File: src/rtl/vbsk_pkg.sv
package vbsk_pkg;

    // Per-bit carry terms of one adder position.
    typedef struct packed {
        logic prop;
        logic gen;
    } pg_t;

endpackage

File: src/rtl/vbsk_bit_cell.sv
module vbsk_bit_cell
    import vbsk_pkg::*;
(
    input  logic a_i,
    input  logic b_i,
    input  logic c_i,
    output logic s_o,
    output logic c_o
);

    pg_t pg;

    always_comb begin
        pg.prop = a_i ^ b_i;
        pg.gen  = a_i & b_i;
        s_o     = pg.prop ^ c_i;
        // selector in the carry path: pass the incoming carry or take the generate term
        c_o     = pg.prop ? c_i : pg.gen;
    end

endmodule

File: src/rtl/vbsk_group.sv
module vbsk_group #(
    parameter int unsigned W = 4
) (
    input  logic [W-1:0] a_i,
    input  logic [W-1:0] b_i,
    input  logic         cin_i,
    output logic [W-1:0] s_o,
    output logic         cout_o
);

    logic [W:0]   rip;
    logic [W-1:0] bit_p;
    logic         all_p;

    assign rip[0] = cin_i;

    for (genvar i = 0; i < W; i++) begin : g_bit
        vbsk_bit_cell u_cell (
            .a_i (a_i[i]),
            .b_i (b_i[i]),
            .c_i (rip[i]),
            .s_o (s_o[i]),
            .c_o (rip[i+1])
        );
        assign bit_p[i] = a_i[i] ^ b_i[i];
    end

    assign all_p = &bit_p;

    // bypass path OR rippled carry; both give the same logical value
    assign cout_o = (all_p & cin_i) | rip[W];

endmodule

File: src/rtl/vbsk_adder.sv
module vbsk_adder #(
    parameter int unsigned WIDTH  = 32,
    parameter int unsigned GROUPS = 9,
    parameter int unsigned GSIZE [GROUPS] = '{1, 3, 4, 5, 6, 5, 4, 3, 1}
) (
    input  logic             clk,
    input  logic             rst_n,
    input  logic [WIDTH-1:0] op_a,
    input  logic [WIDTH-1:0] op_b,
    input  logic             carry_in,
    output logic [WIDTH-1:0] sum_o,
    output logic             cout_o
);

    function automatic int unsigned grp_base(input int unsigned k);
        int unsigned acc = 0;
        for (int unsigned i = 0; i < k; i++) acc += GSIZE[i];
        return acc;
    endfunction

    localparam int unsigned TOTAL = grp_base(GROUPS);

    // the group widths must cover the operand exactly
    if (TOTAL != WIDTH) begin : g_size_bad
        $error("group widths add to %0d, operand width is %0d", TOTAL, WIDTH);
    end

    typedef struct packed {
        logic [WIDTH-1:0] sum;
        logic             cout;
    } res_t;

    logic [GROUPS-1:0] grp_cin;
    logic [GROUPS-1:0] grp_cout;
    logic [WIDTH-1:0]  sum_w;
    res_t              res_d, res_q;

    assign grp_cin[0] = carry_in;

    for (genvar k = 0; k < GROUPS; k++) begin : g_grp
        localparam int unsigned BASE = grp_base(k);
        localparam int unsigned SZ   = GSIZE[k];

        vbsk_group #(.W(SZ)) u_grp (
            .a_i    (op_a[BASE +: SZ]),
            .b_i    (op_b[BASE +: SZ]),
            .cin_i  (grp_cin[k]),
            .s_o    (sum_w[BASE +: SZ]),
            .cout_o (grp_cout[k])
        );

        if (k > 0) begin : g_link
            assign grp_cin[k] = grp_cout[k-1];
        end
    end

    always_comb begin
        res_d      = res_q;
        res_d.sum  = sum_w;
        res_d.cout = grp_cout[GROUPS-1];
    end

    always_ff @(posedge clk or negedge rst_n) begin
        if (!rst_n) res_q <= '0;
        else        res_q <= res_d;
    end

    assign sum_o  = res_q.sum;
    assign cout_o = res_q.cout;

endmodule

File: config.mk
export PLATFORM = sky130hd
export DESIGN_NAME = vbsk_adder
export DESIGN_NICKNAME = d
export VERILOG_FILES = /design/src/rtl/vbsk_pkg.sv /design/src/rtl/vbsk_bit_cell.sv /design/src/rtl/vbsk_group.sv /design/src/rtl/vbsk_adder.sv
export SDC_FILE = /design/constraint.sdc
export NUM_CORES = 1
export LEC_CHECK = 0
export BUFFER_PORTS_ARGS = -buffer_cell sky130_fd_sc_hd__buf_2
export CORE_UTILIZATION = 40
export CTS_CLUSTER_SIZE = 24
export DETAILED_ROUTE_END_ITERATION = 8
export PLACE_DENSITY = 0.77
export SYNTH_ARGS = -nofsm -noshare
export SYNTH_HDL_FRONTEND = slang
export SYNTH_HIERARCHICAL = 1
export SYNTH_SLANG_ARGS = --single-unit
File: constraint.sdc
create_clock -name clk -period 0.8 [get_ports clk]
set_clock_uncertainty 0.05 [all_clocks]
set_input_delay 0.08 -clock clk [delete_from_list [all_inputs] [get_ports clk]]
set_output_delay 0.08 -clock clk [all_outputs]
set_load 0.03 [all_outputs]
---- Word level (Yosys, flattened, before mapping) ----
Index checks and enable logic that the tools add are counted.
operators by class
  add/sub/neg operators ................... 0
  $mul .................................... 0
  div/mod/pow operators ................... 0
  $lt $le $gt $ge ......................... 0
  eq/ne operators ......................... 0
  shift operators ......................... 0
  multiplexer cells ....................... 32
  bitwise operators ....................... 114
  reductions and logical operators ........ 7
operators with widths
  cell               count
  $xor A1 B1 Y1      64
  $and A1 B1 Y1      41
  $mux W1            32
  $reduce_and A5 Y1  2
  $or A1 B1 Y1       9
  $reduce_and A4 Y1  2
  $reduce_and A3 Y1  2
  $reduce_and A6 Y1  1
storage, ports and cells
  register bits after elaboration ......... 33
  bits in latches ......................... 0
  RAM bits ................................ 0
  ROM bits ................................ 0
  bits of input ports ..................... 67
  word-level logic and storage cells ...... 155
  memories ................................ 0

---- Logic depth before layout (Yosys ltp) ----
  word-level depth ........................ 42
  mapped depth ............................ 41
  depth with buffers taken out ............ 41

---- Cells and area by module ----
Netlist, hierarchy kept.
modules (own cells, without submodules)
  module                            times used  cells an instance  area each (sq um)  sequential area each (sq um)
  vbsk_adder                        1           33                 825.8              825.8
  vbsk_bit_cell                     32          1                  20.0               0.0
  vbsk_group at g_grp[3].u_grp ...  2           7                  58.8               0.0
  vbsk_group at g_grp[2].u_grp ...  2           6                  48.8               0.0
  vbsk_group at g_grp[1].u_grp ...  2           4                  36.3               0.0
  vbsk_group at g_grp[4].u_grp      1           9                  71.3               0.0
  vbsk_group at g_grp[0].u_grp ...  2           2                  16.3               0.0

---- Least setup slack after synthesis ----
OpenSTA, ideal clock, no wires.
  path kind ............................... input -> register
  start point ............................. input port op_a[0]
  end point ............................... register res_q, in the netlist cout_o
  library setup time ...................... 0.118 ns
  arrival time ............................ 13.829 ns
  path slack .............................. -13.197 ns
  cell stages on the path ................. 41
  path through ............................ fa_1 -> a21o_1 -> fa_1 -> fa_1 -> fa_1 -> a41o_1 -> fa_1 -> fa_1 -> fa_1 -> fa_1 -> a31o_1 -> fa_1 -> fa_1 -> fa_1 -> fa_1 -> fa_1 -> a31o_1 -> fa_1 -> [... 5 more ...] -> a41o_1 -> fa_1 -> fa_1 -> fa_1 -> fa_1 -> fa_1 -> a31o_1 -> fa_1 -> fa_1 -> fa_1 -> fa_1 -> a31o_1 -> fa_1 -> fa_1 -> fa_1 -> a41o_1 -> fa_1 -> a21o_1
between the ends
  cells in the longest elaborated chain, start to end .. 42
  elaborated cells on any way between the ends .. 52
RTL lines
  element                                         RTL line                                                    text
  start: declaration                              vbsk_adder.sv:8                                             input logic [WIDTH-1:0] op_a,
  $xor A1 B1 Y1 or $and A1 B1 Y1 (tied branches)  vbsk_bit_cell.sv:14, vbsk_group.sv:25, vbsk_bit_cell.sv:15
  $and A1 B1 Y1 or $mux W1 (tied branches)        vbsk_group.sv:31, vbsk_bit_cell.sv:18
  $or A1 B1 Y1 (*)                                vbsk_group.sv:31                                            assign cout_o = (all_p & cin_i) | rip[W];
  via grp_cin[1]                                  vbsk_adder.sv:33                                            logic [GROUPS-1:0] grp_cin;
  $mux W1 (*)                                     vbsk_bit_cell.sv:18                                         c_o = pg.prop ? c_i : pg.gen;
  via g_grp[1].u_grp.rip[1]                       vbsk_group.sv:11                                            logic [W:0] rip;
  $mux W1 (*)                                     vbsk_bit_cell.sv:18
  via g_grp[1].u_grp.rip[2]                       vbsk_group.sv:11
  [... 1 more ...]                                n/a
  via g_grp[1].u_grp.rip[3]                       vbsk_group.sv:11
  [... 1 more ...]                                n/a
  via grp_cin[2]                                  vbsk_adder.sv:33
  [... 1 more ...]                                n/a
  via g_grp[2].u_grp.rip[1]                       vbsk_group.sv:11
  [... 1 more ...]                                n/a
  via g_grp[2].u_grp.rip[2]                       vbsk_group.sv:11
  [... 1 more ...]                                n/a
  via g_grp[2].u_grp.rip[3]                       vbsk_group.sv:11
  [... 1 more ...]                                n/a
  via g_grp[2].u_grp.rip[4]                       vbsk_group.sv:11
  [... 1 more ...]                                n/a
  via grp_cin[3]                                  vbsk_adder.sv:33
  [... 1 more ...]                                n/a
  via g_grp[3].u_grp.rip[1]                       vbsk_group.sv:11
  [... 1 more ...]                                n/a
  via g_grp[3].u_grp.rip[2]                       vbsk_group.sv:11
  [... 1 more ...]                                n/a
  via g_grp[3].u_grp.rip[3]                       vbsk_group.sv:11
  [... 1 more ...]                                n/a
  via g_grp[3].u_grp.rip[4]                       vbsk_group.sv:11
  [... 1 more ...]                                n/a
  via g_grp[3].u_grp.rip[5]                       vbsk_group.sv:11
  [... 1 more ...]                                n/a
  via grp_cin[4]                                  vbsk_adder.sv:33
  [... 1 more ...]                                n/a
  via g_grp[4].u_grp.rip[1]                       vbsk_group.sv:11
  [... 1 more ...]                                n/a
  via g_grp[4].u_grp.rip[2]                       vbsk_group.sv:11
  [... 1 more ...]                                n/a
  via g_grp[4].u_grp.rip[3]                       vbsk_group.sv:11
  [... 1 more ...]                                n/a
  via g_grp[4].u_grp.rip[4]                       vbsk_group.sv:11
  [... 1 more ...]                                n/a
  via g_grp[4].u_grp.rip[5]                       vbsk_group.sv:11
  [... 1 more ...]                                n/a
  via g_grp[4].u_grp.rip[6]                       vbsk_group.sv:11
  [... 1 more ...]                                n/a
  via grp_cin[5]                                  vbsk_adder.sv:33
  [... 1 more ...]                                n/a
  via g_grp[5].u_grp.rip[1]                       vbsk_group.sv:11
  [... 1 more ...]                                n/a
  via g_grp[5].u_grp.rip[2]                       vbsk_group.sv:11
  [... 1 more ...]                                n/a
  via g_grp[5].u_grp.rip[3]                       vbsk_group.sv:11
  [... 1 more ...]                                n/a
  via g_grp[5].u_grp.rip[4]                       vbsk_group.sv:11
  [... 1 more ...]                                n/a
  via g_grp[5].u_grp.rip[5]                       vbsk_group.sv:11
  [... 1 more ...]                                n/a
  via grp_cin[6]                                  vbsk_adder.sv:33
  [... 1 more ...]                                n/a
  via g_grp[6].u_grp.rip[1]                       vbsk_group.sv:11
  [... 1 more ...]                                n/a
  via g_grp[6].u_grp.rip[2]                       vbsk_group.sv:11
  [... 1 more ...]                                n/a
  via g_grp[6].u_grp.rip[3]                       vbsk_group.sv:11
  [... 1 more ...]                                n/a
  via g_grp[6].u_grp.rip[4]                       vbsk_group.sv:11
  [... 1 more ...]                                n/a
  via grp_cin[7]                                  vbsk_adder.sv:33
  [... 1 more ...]                                n/a
  via g_grp[7].u_grp.rip[1]                       vbsk_group.sv:11
  [... 1 more ...]                                n/a
  via g_grp[7].u_grp.rip[2]                       vbsk_group.sv:11
  $mux W1 (*)                                     vbsk_bit_cell.sv:18
  via g_grp[7].u_grp.rip[3]                       vbsk_group.sv:11
  $or A1 B1 Y1 (*)                                vbsk_group.sv:31
  via grp_cin[8]                                  vbsk_adder.sv:33
  $mux W1 (*)                                     vbsk_bit_cell.sv:18
  via g_grp[8].u_grp.rip[1]                       vbsk_group.sv:11
  $or A1 B1 Y1 (*)                                vbsk_group.sv:31
  via grp_cout[8]                                 vbsk_adder.sv:34                                            logic [GROUPS-1:0] grp_cout;
  end signal: assignment                          vbsk_adder.sv:65                                            else res_q <= res_d;
  end: declaration                                vbsk_adder.sv:36                                            res_t res_d, res_q;
Mark *: on every way through the listed nets, which the timed path passes. The rest lies on a longest branch.

---- Final worst setup path ----
  start point ............................. input port op_a[0]
  end point ............................... register res_q, in the netlist cout_o
between the ends
  cells in the longest elaborated chain, start to end .. 42
  elaborated cells on any way between the ends .. 52
RTL lines
  element                                         RTL line
  $and A1 B1 Y1 or $xor A1 B1 Y1 (tied branches)  vbsk_bit_cell.sv:15, vbsk_bit_cell.sv:14
  $mux W1 (*)                                     vbsk_bit_cell.sv:18
  via g_grp[0].u_grp.rip[1]                       vbsk_group.sv:11
  $or A1 B1 Y1 (*)                                vbsk_group.sv:31
  via grp_cin[1]                                  vbsk_adder.sv:33
  $mux W1 (*)                                     vbsk_bit_cell.sv:18
  via g_grp[1].u_grp.rip[1]                       vbsk_group.sv:11
  $mux W1 (*)                                     vbsk_bit_cell.sv:18
  via g_grp[1].u_grp.rip[2]                       vbsk_group.sv:11
  [... 1 more ...]                                n/a
  via g_grp[1].u_grp.rip[3]                       vbsk_group.sv:11
  [... 1 more ...]                                n/a
  via grp_cin[2]                                  vbsk_adder.sv:33
  [... 1 more ...]                                n/a
  via g_grp[2].u_grp.rip[1]                       vbsk_group.sv:11
  [... 1 more ...]                                n/a
  via g_grp[2].u_grp.rip[2]                       vbsk_group.sv:11
  [... 1 more ...]                                n/a
  via g_grp[2].u_grp.rip[3]                       vbsk_group.sv:11
  [... 1 more ...]                                n/a
  via g_grp[2].u_grp.rip[4]                       vbsk_group.sv:11
  [... 1 more ...]                                n/a
  via grp_cin[3]                                  vbsk_adder.sv:33
  [... 1 more ...]                                n/a
  via g_grp[3].u_grp.rip[1]                       vbsk_group.sv:11
  [... 1 more ...]                                n/a
  via g_grp[3].u_grp.rip[2]                       vbsk_group.sv:11
  [... 1 more ...]                                n/a
  via g_grp[3].u_grp.rip[3]                       vbsk_group.sv:11
  [... 1 more ...]                                n/a
  via g_grp[3].u_grp.rip[4]                       vbsk_group.sv:11
  [... 1 more ...]                                n/a
  via g_grp[3].u_grp.rip[5]                       vbsk_group.sv:11
  [... 1 more ...]                                n/a
  via grp_cin[4]                                  vbsk_adder.sv:33
  [... 1 more ...]                                n/a
  via g_grp[4].u_grp.rip[1]                       vbsk_group.sv:11
  [... 1 more ...]                                n/a
  via g_grp[4].u_grp.rip[2]                       vbsk_group.sv:11
  [... 1 more ...]                                n/a
  via g_grp[4].u_grp.rip[3]                       vbsk_group.sv:11
  [... 1 more ...]                                n/a
  via g_grp[4].u_grp.rip[4]                       vbsk_group.sv:11
  [... 1 more ...]                                n/a
  via g_grp[4].u_grp.rip[5]                       vbsk_group.sv:11
  [... 1 more ...]                                n/a
  via g_grp[4].u_grp.rip[6]                       vbsk_group.sv:11
  [... 1 more ...]                                n/a
  via grp_cin[5]                                  vbsk_adder.sv:33
  [... 1 more ...]                                n/a
  via g_grp[5].u_grp.rip[1]                       vbsk_group.sv:11
  [... 1 more ...]                                n/a
  via g_grp[5].u_grp.rip[2]                       vbsk_group.sv:11
  [... 1 more ...]                                n/a
  via g_grp[5].u_grp.rip[3]                       vbsk_group.sv:11
  [... 1 more ...]                                n/a
  via g_grp[5].u_grp.rip[4]                       vbsk_group.sv:11
  [... 1 more ...]                                n/a
  via g_grp[5].u_grp.rip[5]                       vbsk_group.sv:11
  [... 1 more ...]                                n/a
  via grp_cin[6]                                  vbsk_adder.sv:33
  [... 1 more ...]                                n/a
  via g_grp[6].u_grp.rip[1]                       vbsk_group.sv:11
  [... 1 more ...]                                n/a
  via g_grp[6].u_grp.rip[2]                       vbsk_group.sv:11
  [... 1 more ...]                                n/a
  via g_grp[6].u_grp.rip[3]                       vbsk_group.sv:11
  [... 1 more ...]                                n/a
  via g_grp[6].u_grp.rip[4]                       vbsk_group.sv:11
  [... 1 more ...]                                n/a
  via grp_cin[7]                                  vbsk_adder.sv:33
  [... 1 more ...]                                n/a
  via g_grp[7].u_grp.rip[1]                       vbsk_group.sv:11
  [... 1 more ...]                                n/a
  via g_grp[7].u_grp.rip[2]                       vbsk_group.sv:11
  $mux W1 (*)                                     vbsk_bit_cell.sv:18
  via g_grp[7].u_grp.rip[3]                       vbsk_group.sv:11
  $or A1 B1 Y1 (*)                                vbsk_group.sv:31
  via grp_cin[8]                                  vbsk_adder.sv:33
  $mux W1 (*)                                     vbsk_bit_cell.sv:18
  via g_grp[8].u_grp.rip[1]                       vbsk_group.sv:11
  $or A1 B1 Y1 (*)                                vbsk_group.sv:31
  via grp_cout[8]                                 vbsk_adder.sv:34
Marked as above.

==> results.json <==
{
  "drtPass1Iterations": 4,
  "grt_max_degree": 34,
  "gp_congestion": 0.777,
  "dpl.hpwl_mm": 3.71,
  "min_path_cells": 2,
  "dpl_worst_slack_ns": -12.70,
  "cts.sinks": 33,
  "gr-usage-all-layers": 0.203,
  "cts_buffer_depth": 2,
  "ys_types": 10,
  "worst_pin_slew_ns": 0.340,
  "finalCritPeriodShare": 16.4,
  "vdd_drop_max_uv": 1010,
  "fmax_mhz": 76.1,
  "yosys_register_bits": 33,
  "start_kind": "primary input",
  "die_x_um": 70.2,
  "finalNetCount": 379,
  "multi_input_area_mm2": 0.00112,
  "io_pins": 100,
  "start_util": 0.421,
  "cpMaxStageDelayCell": "fa_2",
  "cp_data_arrival_time_ns": 13.26,
  "die_area_mm2": 0.00492,
  "finalMaxSlewViolations": 0,
  "path_class": "in -> reg",
  "syn_inst": 112,
  "synth.area.top_cells": "dfrtp_1 (44%), fa_1 (34%), xnor2_1 (9.0%)",
  "violations": "setup timing",
  "area_delta_synth_final_pct": 77.1,
  "rsz0062_at_grt": "true",
  "core_mm2": 0.00441,
  "htreeDepth": 2,
  "routed_wl_mm": 4.53,
  "overflow": 0,
  "vias": 1507,
  "critPathRequiredTime_ns": 0.91,
  "fin_setup_tns_ns": -209.34,
  "status": "finished with violations",
  "antennaDiodeCount": 0,
  "yosys_warnings": 6,
  "hold_path.class": "in -> reg",
  "die_h_um": 70.2,
  "synth_fp_nets": 211,
  "avgSynthCellArea_um2": 16.6,
  "worstPathMaxFanout": 2,
  "port_buffers": 99,
  "wl_per_cell_um": 13.7,
  "max_slew_margin": 0.771,
  "drive_above_1_share": 0.711,
  "synth_area_mm2": 0.00186,
  "hold_viol": 0,
  "powerDensity_mw_per_mm2": 1880,
  "seq_area_um2": 826,
  "synth_area_leader_cell": "dfrtp_1",
  "clockRootBuffer": "clkbuf_8",
  "yosysSeqAreaShare": 0.444,
  "drtIter0Drc": 27,
  "fillers": 290,
  "postLayoutSetupSlackWorst_ns": -12.34,
  "synth.top_cell.area_share": 0.444,
  "cts_buffers": 5,
  "end_kind": "flip-flop",
  "grt_pass1_vias": 1746,
  "clk_pin_slew_ns": 0.06,
  "critical_path.max_stage_delay_ns": 0.37,
  "period_needed_ns": 13.14,
  "finalSetupViolCount": 65,
  "std_cell_rows": 24,
  "antenna_found_initial": 0,
  "path_common_cell": "fa_2",
  "ant_nets": 0,
  "drc": 0,
  "cts_tree": "yes",
  "cap_viol_max_count": 0,
  "power_w": 0.00618,
  "avgViaCountPerCell": 4.54,
  "p_leak_nw": 1.54,
  "grt_pass1_wl_mm": 7.60
}
==> per-layer routing <==
metal	part of all wire	GRT usage	wire (um)	vias up
met3	0.077	0.0736	348	4
met1	0.38	0.236	1710	733
met2	0.54	0.358	2440	73
met5	0	0	0	-
met4	0.0082	0.0489	37	0
li1	-	-	-	697
==> cell usage in the layout, fill, tap and decap left out, types with 2 or more instances in the layout <==
cell / netlist / routed
buf_2: 0 / 65
buf_4: 0 / 60
dfrtp_1: 33 / 33
buf_6: 0 / 33
fa_2: 0 / 32
xnor2_1: 19 / 19
xor2_1: 13 / 13
clkbuf_8: 0 / 6
a41o_1: 3 / 3
nor3_1: 3 / 3
a31o_1: 4 / 3
a21o_1: 2 / 2
nor4_1: 2 / 2
==> per-stage QoR <==
step                cell area, um2  utilization  instances  hold WS, ns
floorplan                     1940            -        112       -0.266
finish                        3290        0.745        332       0.0650
CTS                           3240        0.735        327       0.0518
global placement              2890        0.655        314     -0.00224
global route                  3290        0.745        332       0.0561
detailed placement            2890        0.655        314     0.000652
==> cell type report <==
type,count,area share
multi-input combinational,79,0.341
clock buffer,7,0.0262
sequential,33,0.251
timing repair buffer,161,0.362
tap,52,0.0198
==> worst max-delay path: cells and delay by family <==
| family | cells | cell delay [ns] |
|---|---|---|
| buffers and inverters | 1 | 0.10 |
| AOI/OAI and AO/OA | 9 | 1.96 |
| adders and majority gates | 32 | 11.10 |
==> power by group <==
group	switching, W	internal [W]
registers	0.000159	0.00201
clock network	0.000545	0.000682
logic	0.00141	0.00137
==> flip-flops by register name, indices dropped and copies added, names as in the netlist <==
signal	count
sum_o	32
cout_o	1
==> final timing paths <==
check,start,endpoint,slack [ns]
hold / removal,op_a[0],sum_o[0],0.06
min in group asynchronous,rst_n,sum_o[14],0.24
setup / recovery,op_a[0],cout_o,-12.34
max in group asynchronous,rst_n,sum_o[31],0.28
==> Yosys cell counts, drive strengths merged <==
master   n
a21o     2
nor2     1
xnor2   19
dfrtp   33
a31o     4
a41o     3
nor3     3
nor4     2
fa      32
xor2    13
==> cell families (layout without fill, tap and decap cells) <==
| family | count (synthesis) | after routing | share of synthesized area |
|---|---|---|---|
| AO/OA/AOI/OAI | 9 | 9 | 0.0431 |
| XOR/XNOR | 32 | 32 | 0.151 |
| adder cells (fa/ha/maj) | 32 | 32 | 0.345 |
| buffers and inverters | 0 | 168 | 0 |
| flip-flops | 33 | 33 | 0.444 |
| AND/OR/NAND/NOR | 6 | 6 | 0.0168 |
==> repair_timing <==
item                       4_1_cts  5_1_grt
setup endpoints to repair       65       65
hold endpoints to repair        33        0
cloned                           0        0
resized for setup               70        1
hold buffers                     1        0
setup buffers                    5        5
No activity file was read; power rests on OpenSTA's default activity.
